--- config.mk ---
export PLATFORM = sky130hd
export DESIGN_NAME = idxcfg_port
export DESIGN_NICKNAME = d
export VERILOG_FILES = /design/src/rtl/idxcfg_pkg.sv /design/src/rtl/idxcfg_rst_sync.sv /design/src/rtl/idxcfg_decode.sv /design/src/rtl/idxcfg_regbank.sv /design/src/rtl/idxcfg_rdmux.sv /design/src/rtl/idxcfg_port.sv
export SDC_FILE = /design/constraint.sdc
export NUM_CORES = 1
export LEC_CHECK = 0
export ABC_AREA = 0
export ABC_CLOCK_PERIOD_IN_PS = 7500
export BUFFER_PORTS_ARGS = -buffer_cell sky130_fd_sc_hd__buf_2
export CAP_MARGIN = 20
export CORE_MARGIN = 1.5
export CORE_UTILIZATION = 36
export CTS_CLUSTER_DIAMETER = 100
export DETAILED_ROUTE_END_ITERATION = 10
export PLACE_DENSITY = 0.67
export SLEW_MARGIN = 40
export SYNTH_ARGS = -nofsm -noshare
export SYNTH_HDL_FRONTEND = slang
export SYNTH_HIERARCHICAL = 1
export SYNTH_SLANG_ARGS = --single-unit
--- constraint.sdc ---
create_clock -name clk -period 7.5 [get_ports clk]
set_clock_uncertainty 0.15 [all_clocks]
set_input_delay 0 -clock clk [delete_from_list [all_inputs] [get_ports clk]]
set_output_delay 0 -clock clk [all_outputs]
set_load 0.05 [all_outputs]
--- src/rtl/idxcfg_pkg.sv ---
package idxcfg_pkg;
  localparam int REG_W = 8;
  localparam int NSLOT = 10;

  localparam logic [REG_W-1:0] IDX_STATUS  = 8'h50;
  localparam logic [REG_W-1:0] IDX_FIRST   = 8'h51;
  localparam logic [REG_W-1:0] IDX_BURST   = 8'h59;
  localparam logic [REG_W-1:0] IDX_SCRATCH = 8'h5B;
  localparam logic [REG_W-1:0] BURST_RST   = 8'h40;

  // slot positions of the writable bytes
  localparam int SLOT_CTRL  = 0;
  localparam int SLOT_CMDT  = 1;
  localparam int SLOT_SU0   = 2;
  localparam int SLOT_RW0   = 3;
  localparam int SLOT_SU1   = 4;
  localparam int SLOT_RW1   = 5;
  localparam int SLOT_SU23  = 6;
  localparam int SLOT_RW23  = 7;
  localparam int SLOT_BURST = 8;

  typedef enum logic [1:0] {
    PORT_NONE  = 2'd0,
    PORT_INDEX = 2'd1,
    PORT_DATA  = 2'd2
  } port_sel_e;

  function automatic logic [REG_W-1:0] slot_idx(input int s);
    if (s < NSLOT - 1) return IDX_FIRST + REG_W'(s);
    return IDX_SCRATCH;
  endfunction

  function automatic logic [REG_W-1:0] slot_rst(input int s);
    return (slot_idx(s) == IDX_BURST) ? BURST_RST : '0;
  endfunction
endpackage

--- src/rtl/idxcfg_rst_sync.sv ---
module idxcfg_rst_sync #(
  parameter int STAGES = 2
) (
  input  logic clk,
  input  logic rst_ni,
  output logic rst_no
);
  logic [STAGES-1:0] sync_q;

  always_ff @(posedge clk or negedge rst_ni) begin
    if (!rst_ni) sync_q <= '0;
    else         sync_q <= {sync_q[STAGES-2:0], 1'b1};
  end

  assign rst_no = sync_q[STAGES-1];
endmodule

--- src/rtl/idxcfg_decode.sv ---
module idxcfg_decode
  import idxcfg_pkg::*;
#(
  parameter int              ADDR_W   = 10,
  parameter logic [ADDR_W-1:0] BASE_LO = ADDR_W'('h078),
  parameter logic [ADDR_W-1:0] BASE_HI = ADDR_W'('h178),
  parameter int              DATA_OFS = 4
) (
  input  logic [ADDR_W-1:0] io_addr,
  input  logic              strap_low_base,
  output port_sel_e         port_sel
);
  logic [ADDR_W-1:0] base;

  always_comb begin
    base = strap_low_base ? BASE_LO : BASE_HI;
    if (io_addr == base)                           port_sel = PORT_INDEX;
    else if (io_addr == base + ADDR_W'(DATA_OFS))  port_sel = PORT_DATA;
    else                                           port_sel = PORT_NONE;
  end
endmodule

--- src/rtl/idxcfg_regbank.sv ---
module idxcfg_regbank
  import idxcfg_pkg::*;
(
  input  logic                        clk,
  input  logic                        rst_n,
  input  logic                        idx_we,
  input  logic                        dat_we,
  input  logic [REG_W-1:0]            wdata,
  output logic [REG_W-1:0]            idx_q,
  output logic [NSLOT-1:0][REG_W-1:0] regs
);
  logic [REG_W-1:0] idx_d;

  always_comb idx_d = idx_we ? wdata : idx_q;

  always_ff @(posedge clk or negedge rst_n) begin
    if (!rst_n) idx_q <= '0;
    else        idx_q <= idx_d;
  end

  for (genvar s = 0; s < NSLOT; s++) begin : g_slot
    localparam logic [REG_W-1:0] MY_IDX = slot_idx(s);
    localparam logic [REG_W-1:0] MY_RST = slot_rst(s);
    logic             slot_en;
    logic [REG_W-1:0] slot_d;
    logic [REG_W-1:0] slot_q;

    always_comb begin
      slot_en = dat_we && (idx_q == MY_IDX);
      slot_d  = slot_en ? wdata : slot_q;
    end

    always_ff @(posedge clk or negedge rst_n) begin
      if (!rst_n) slot_q <= MY_RST;
      else        slot_q <= slot_d;
    end

    assign regs[s] = slot_q;
  end
endmodule

--- src/rtl/idxcfg_rdmux.sv ---
module idxcfg_rdmux
  import idxcfg_pkg::*;
(
  input  logic                        clk,
  input  logic                        rst_n,
  input  logic                        rd_idx,
  input  logic                        rd_dat,
  input  logic [REG_W-1:0]            idx_q,
  input  logic [NSLOT-1:0][REG_W-1:0] regs,
  input  logic [REG_W-1:0]            status_byte,
  output logic [REG_W-1:0]            rdata_q
);
  logic [REG_W-1:0] sel_byte;
  logic [REG_W-1:0] rdata_d;

  always_comb begin
    sel_byte = '1;
    if (idx_q == IDX_STATUS) sel_byte = status_byte;
    for (int s = 0; s < NSLOT; s++) begin
      if (idx_q == slot_idx(s)) sel_byte = regs[s];
    end
  end

  always_comb begin
    if (rd_dat)      rdata_d = sel_byte;
    else if (rd_idx) rdata_d = idx_q;
    else             rdata_d = rdata_q;
  end

  always_ff @(posedge clk or negedge rst_n) begin
    if (!rst_n) rdata_q <= '0;
    else        rdata_q <= rdata_d;
  end
endmodule

--- src/rtl/idxcfg_port.sv ---
module idxcfg_port
  import idxcfg_pkg::*;
#(
  parameter int         ADDR_W = 10,
  parameter logic [1:0] REV    = 2'd2,
  parameter logic [1:0] DEV_ID = 2'd1
) (
  input  logic              clk,
  input  logic              rst_n,
  input  logic [ADDR_W-1:0] io_addr,
  input  logic              io_wr,
  input  logic              io_rd,
  input  logic [7:0]        io_wdata,
  output logic [7:0]        io_rdata,
  input  logic              strap_low_base,
  input  logic              irq_stat,
  input  logic [1:0]        drv_stat,
  output logic [7:0]        drv_setup,
  output logic [15:0]       drv_active,
  output logic [15:0]       drv_recovery,
  output logic [3:0]        ra_dis,
  output logic              sec_en,
  output logic              fast_sel,
  output logic [7:0]        cmd_tim,
  output logic [7:0]        burst
);
  logic                        rst_sync_n;
  port_sel_e                   port_sel;
  logic [REG_W-1:0]            cur_idx;
  logic [NSLOT-1:0][REG_W-1:0] regs;
  logic [REG_W-1:0]            status_byte;
  logic                        idx_we, dat_we, rd_idx, rd_dat;

  idxcfg_rst_sync #(.STAGES(2)) u_rst (
    .clk    (clk),
    .rst_ni (rst_n),
    .rst_no (rst_sync_n)
  );

  idxcfg_decode #(.ADDR_W(ADDR_W)) u_dec (
    .io_addr        (io_addr),
    .strap_low_base (strap_low_base),
    .port_sel       (port_sel)
  );

  always_comb begin
    idx_we = io_wr && (port_sel == PORT_INDEX);
    dat_we = io_wr && (port_sel == PORT_DATA);
    rd_idx = io_rd && (port_sel == PORT_INDEX);
    rd_dat = io_rd && (port_sel == PORT_DATA);
    status_byte = {drv_stat, strap_low_base, DEV_ID, irq_stat, REV};
  end

  idxcfg_regbank u_regs (
    .clk    (clk),
    .rst_n  (rst_sync_n),
    .idx_we (idx_we),
    .dat_we (dat_we),
    .wdata  (io_wdata),
    .idx_q  (cur_idx),
    .regs   (regs)
  );

  idxcfg_rdmux u_rd (
    .clk         (clk),
    .rst_n       (rst_sync_n),
    .rd_idx      (rd_idx),
    .rd_dat      (rd_dat),
    .idx_q       (cur_idx),
    .regs        (regs),
    .status_byte (status_byte),
    .rdata_q     (io_rdata)
  );

  // exported fields; drives 2 and 3 share one setup and one timing byte
  always_comb begin
    drv_setup    = {regs[SLOT_SU23][7:6], regs[SLOT_SU23][7:6],
                    regs[SLOT_SU1][7:6],  regs[SLOT_SU0][7:6]};
    drv_active   = {regs[SLOT_RW23][7:4], regs[SLOT_RW23][7:4],
                    regs[SLOT_RW1][7:4],  regs[SLOT_RW0][7:4]};
    drv_recovery = {regs[SLOT_RW23][3:0], regs[SLOT_RW23][3:0],
                    regs[SLOT_RW1][3:0],  regs[SLOT_RW0][3:0]};
    ra_dis       = {regs[SLOT_SU23][3], regs[SLOT_SU23][2],
                    regs[SLOT_CTRL][7], regs[SLOT_CTRL][6]};
    sec_en       = regs[SLOT_CTRL][3];
    fast_sel     = &{regs[SLOT_CTRL][5], regs[SLOT_CTRL][2:0]};
    cmd_tim      = regs[SLOT_CMDT];
    burst        = regs[SLOT_BURST];
  end
endmodule

After elaboration in Yosys (flattened, before gate mapping)
Index checks and enable logic that the tools add are counted.
{ "op_classes": {"addsub": 1, "eq_ne": 15, "mux": 16, "reduce_logical": 16} }
{ "ops": {"columns": ["operator", "count"], "rows": [
  ["$mux 8", 13],
  ["$eq 8x7->1 const B", 11],
  ["$eq 10x10->1", 2],
  ["$logic_and 1x1->1", 14],
  ["$add 10x3->10 const B", 1],
  ["$mux 9", 1],
  ["$mux 2", 2],
  ["$reduce_and 4->1", 1],
  ["$eq 2x1->1 const B", 1],
  ["$eq 2x2->1 const B", 1],
  ["$reduce_bool 2->1", 1]
]} }
{ "word_totals": {"ff_bits": 98, "word_cells": 61} }

Depth between registers and ports, before layout
{ "depth": {"word_depth": 13, "ltp_mapped": 8} }

Cells and area by module
Netlist, hierarchy kept.
{ "by_module_without_submodules": {"columns": ["module", "n_inst", "cells_each", "area_each_um2"], "rows": [
  ["idxcfg_regbank", 1, 206, 3468.3],
  ["idxcfg_rdmux", 1, 190, 1416.4],
  ["idxcfg_port", 1, 17, 126.4],
  ["idxcfg_decode", 1, 7, 63.8],
  ["idxcfg_rst_sync", 1, 3, 53.8]
]} }

Worst setup path before layout
OpenSTA, ideal clock, no wires.
{ "synth_timing": {"path_kind": "input -> register", "start": "input port io_addr[1]", "end": "register u_regs.g_slot[5].slot_q[0]", "setup_ns": 0.125, "arrival_time_ns": 2.090, "required_ns": 7.225, "setup_slack_ns": 5.135, "stages": 6, "n_path_buf": 0, "cell_sequence": "or3b_1 -> nor4_2 -> and3b_1 -> nand3b_1 -> nor4_4 -> mux2_2"} }
{ "synth_via": {"elab_chain_cells": 6, "elab_cells_between_ends": 7, "cone_classes": "eq/ne (3); mux (2); reduce/logical (2)"} }
{ "synth_lines": {"columns": ["element", "line_no", "text"], "rows": [
  ["from (decl)", "idxcfg_port.sv:10", "input logic [ADDR_W-1:0] io_addr,"],
  ["$eq 10x10->1", "idxcfg_decode.sv:18", "else if (io_addr == base + ADDR_W'(DATA_OFS)) port_sel = PORT_DATA;"],
  ["$mux 2", "idxcfg_decode.sv:18", null],
  ["$mux 2 (*)", "idxcfg_decode.sv:17", "if (io_addr == base) port_sel = PORT_INDEX;"],
  ["named net port_sel[1]", "idxcfg_port.sv:28", "port_sel_e port_sel;"],
  ["$eq 2x2->1 (*)", "idxcfg_port.sv:48", "dat_we = io_wr && (port_sel == PORT_DATA);"],
  ["$logic_and 1x1->1 (*)", "idxcfg_port.sv:48", null],
  ["named net dat_we", "idxcfg_port.sv:32", "logic idx_we, dat_we, rd_idx, rd_dat;"],
  ["$logic_and 1x1->1 (*)", "idxcfg_regbank.sv:29", "slot_en = dat_we && (idx_q == MY_IDX);"],
  ["to (signal assigned)", "idxcfg_regbank.sv:35", "else slot_q <= slot_d;"],
  ["to (decl)", "idxcfg_regbank.sv:26", "logic [REG_W-1:0] slot_q;"]
]} }
Mark *: on every way through the listed nets, which the timed path passes. The rest lies on a longest branch.
A chain may end at the register's enable or synchronous reset.

Worst setup path in the final report
{ "layout_timing": {"start": "register u_regs.idx_q[1]", "end": "register u_rd.rdata_q[1]"} }
{ "layout_via": {"elab_chain_cells": 12, "elab_cells_between_ends": 22, "cone_classes": "eq/ne (10); mux (12)"} }
{ "layout_lines": {"columns": ["element", "line_no", "text"], "rows": [
  ["from (decl)", "idxcfg_regbank.sv:9", "output logic [REG_W-1:0] idx_q,"],
  ["from (signal assigned)", "idxcfg_regbank.sv:18", "else idx_q <= idx_d;"],
  ["$eq 8x7->1", "idxcfg_rdmux.sv:20", "if (idx_q == slot_idx(s)) sel_byte = regs[s];"],
  ["$mux 8 (10 in a row)", "idxcfg_rdmux.sv:20", null],
  ["$mux 8 (*)", "idxcfg_rdmux.sv:25", "if (rd_dat) rdata_d = sel_byte;"],
  ["to (signal assigned)", "idxcfg_rdmux.sv:32", "else rdata_q <= rdata_d;"],
  ["to (decl)", "idxcfg_rdmux.sv:11", "output logic [REG_W-1:0] rdata_q"]
]} }
Mark *: on every way between the ends. The rest lies on a longest branch, timed or not. The select of a mux whose other input is x is not followed.

==> key figures <==
Finish
  – Ratio of cells with drive above 1 in the final layout: 0.449
  – Area Overhead vs Synth: 16.9%
  – Ant. Diodes: 0
  – Final instance count without filler cells: 690
  – Final #Nets: 531

Detailed routing
  – Via count: 3761
  – WL final: 13600 um
  – DRC: 0
  – Post-route ant nets: 0
  – Drt wl/cell: 19.7 um
  – Vias/cell: 5.45
  – Pre-antenna DRT Iters: 4
  – Drt initial violations: 256

Timing
  – Final setup vio count: 0
  – Tmin final: 2.79 ns
  – Fin. Hold Viols: 0
  – FMAX: 358 MHz
  – Final worst-path cycle share: 0.372
  – Fin Hold WS: 0.0135 ns
  – Fin. max-slew vios: 0
  – RSZ-0062 raised after global routing: false
  – Worst-margin pin slew: 0.868 ns
  – Rel. slew slack: 0.419
  – Setup Total Neg Slack: 0 ns

Floorplanning
  – Num ports: 96
  – Core region area: 13900 um^2
  – Die width: 122 um
  – Effective utilization at floorplan: 0.369
  – FP Rows: 43
  – Die Area: 15000 um^2
  – Die Ht: 122 um

Clocking
  – Maximum clock path buffer count: 2
  – Clock root cell: clkbuf_16
  – CTS clk-pin slew, worst paths: 0.06 ns
  – Htree depth: 3
  – CTS Sinks: 98
  – Skew-Pair Late Insertion Delay: 0.35 ns
  – Clock buffer count from CTS: 9
  – CTS tree: yes

Global routing
  – Total track usage: 0.185
  – Initial antenna violation count: 0
  – Vias in the first global route: 3789
  – Congestion Overflow GR: 0
  – First-pass GRT wire length: 20900 um
  – Largest net degree at the start of global routing: 64

Setup path
  – CP Capture Type: flip-flop
  – CP Max Fanout: 63
  – CP required: 7.55 ns
  – CP Cell Sequence: buf_4 > mux2_2 > o22ai_1 > a221oi_1 > a2111oi_1 > o21ai_0
  – Highest-delay cell along the critical path: a2111oi_1
  – Arrival time worst endpoint: 2.84 ns
  – Count of buffer and inverter cells on the critical path: 1
  – Worst path max stage delay: 0.66 ns
  – Critical path type: flip-flop to flip-flop
  – Cell family with most CP delay: compound AO/OA/AOI/OAI gates
  – Startpoint types: flip-flop

Power
  – Comb pwr share: 0.053
  – Internal power: 782 uW
  – Maximum vdd drop: 124 uV
  – Psw: 233 uW
  – Seq pwr share: 0.529
  – Clk pwr share: 0.417
  – P_leak: 0.00301 uW
  – Pwr dens: 169 nW/um^2
  – Sw Share: 0.230

Synth
  – Biggest area consumer among synthesized cells: dfrtp_1
  – Seq/Total Area, Yosys: 0.478
  – Most numerous cell in the Yosys netlist: dfrtp_1
  – Yosys reg bits: 98
  – Synth Area in Compound Gates: 0.111
  – Post-synthesis xor/xnor area fraction: 0.00171
  – Mapped Area: 5130 um^2
  – Adder-cell area share of the yosys netlist: 0
  – Distinct cells, synth: 59
  – Post-synth EDFFs: 0
  – Largest family of logic cells by synthesized area: multiplexers
  – Cells after synthesis: 423
  – Top cells by area, synth: dfrtp_1 47%, mux2_2 21%, mux2i_1 2.7%
  – Most instantiated cells after synthesis: 97 x dfrtp_1, 94 x mux2_2, 22 x nor2_1
  – Async set-reset flop share out of synthesis: 1.00
  – Post-synth top flop: dfrtp_1
  – Syn avg cell area: 12.1 um^2
  – Synth warnings: 6
  – Mux cell area share after synthesis: 0.239
  – Share of the synthesized area in the top cell type: 0.473
  – Simple-gate area share of the yosys netlist: 0.117

Place
  – Global placement routability congestion: 0.802
  – DP HPWL: 9410 um
  – Placed cells: 664
  – Port Buffers: 95

Min path
  – Worst hold path type: primary input to flip-flop

Flow run
  – Max cap viols: 0

Status
  – Status: finished clean
[final cells by class]
class	count	area, um^2
timing repair buffer	109	609
tap	180	225
sequential	98	2460
clock buffer	13	250
fill	1320	7890
multi-input combinational	284	2420
inverter	3	11.3
clock inverter	3	15.0
[cell usage in the layout, fill, tap and decap left out, types with 2 or more instances in the layout]
cell type	n
and3b_1	4
nand4b_1	2
nor2b_1	7
a211o_1	2
a2111oi_2	2
a31o_2	2
nand2_1	17
buf_4	3
buf_2	95
mux2i_1	14
nand3_1	2
dlygate4sd3_1	10
a21oi_1	13
a211oi_1	3
dfrtp_1	95
a221oi_1	5
nor3_2	3
clkbuf_1	3
nor3b_1	4
clkinv_2	3
nand2b_1	9
a41oi_1	2
nor4_4	5
o21ai_1	2
clkbuf_16	9
o21a_1	5
or3b_1	2
o211ai_1	3
o21ai_0	20
nor2_1	22
mux2_2	94
conb_1	5
o22ai_1	4
inv_1	3
a31oi_1	6
[power groups by stage]
stage	Sequential [uW]	Clock [uW]	Combinational [uW]
6_report	538	424	54.3
5_1_grt	538	456	59.2
4_1_cts	538	434	54.2
3_5_place_dp	548	0	50.0
3_3_place_gp	548	0	48.9
2_1_floorplan	556	0	23.5
[registers in the layout, indices dropped and copies added (netlist names)]
| register | flops |
|---|---|
| u_regs/g_slot.slot_q | 80 |
| u_regs/idx_q | 8 |
| u_rd/rdata_q | 8 |
| u_rst/sync_q | 2 |
[layer usage]
| metal | track usage | wire length (um) | up-vias | part of all wire |
|---|---|---|---|---|
| met3 | 0.0488 | 852 | 22 | 0.063 |
| met5 | 0 | 0 | - | 0 |
| met2 | 0.297 | 6480 | 128 | 0.48 |
| met1 | 0.242 | 5910 | 1913 | 0.44 |
| met4 | 0.0625 | 333 | 0 | 0.025 |
| li1 | - | - | 1698 | - |
[timing repair]
action,in CTS,in global routing
endpoints found under the hold margin,90,0
buffers inserted,0,0
gates resized for setup,0,0
hold buffers,10,0
endpoints found under the setup margin,0,0
[path summary, 6_finish.rpt]
kind                                  from                          to  slack, ns  cells past startpoint
max in group asynchronous  u_rst/sync_q[1]             u_regs/idx_q[1]       6.10                      1
min reg2reg                u_rst/sync_q[1]  u_regs/g_slot[1].slot_q[6]       0.15                      0
max                        u_regs/idx_q[1]             u_rd/rdata_q[1]       4.71                      6
min in group asynchronous  u_rst/sync_q[1]  u_regs/g_slot[1].slot_q[6]       0.15                      0
max reg2reg                u_regs/idx_q[1]             u_rd/rdata_q[1]       4.71                      6
min                            drv_stat[0]             u_rd/rdata_q[6]       0.01                      5
[metrics by stage]
stage	cell area, um^2	util	setup slack, ns	total power, uW
3_5_place_dp	5620	0.405	4.60	598
2_1_floorplan	5140	-	4.42	579
4_1_cts	5990	0.431	4.67	1030
3_3_place_gp	5620	0.405	4.61	596
6_report	5990	0.432	4.71	1020
5_1_grt	5990	0.432	4.58	1050
[cells by family after synthesis]
family	after synthesis
muxes	110
DFF	98
and+or+nand+nor	86
AOI/OAI and AO/OA	82
buffers and inverters	43
other	3
xor gates and xnor gates	1
[worst register-to-register path, delay by kind of cell (launching register included)]
family                 cells  cell delay, ns
AO/OA/AOI/OAI              4            1.10
buffers and inverters      1            0.58
multiplexers               1            0.47
flip-flops                 1            0.34
Power figures use the tool's default switching activity.
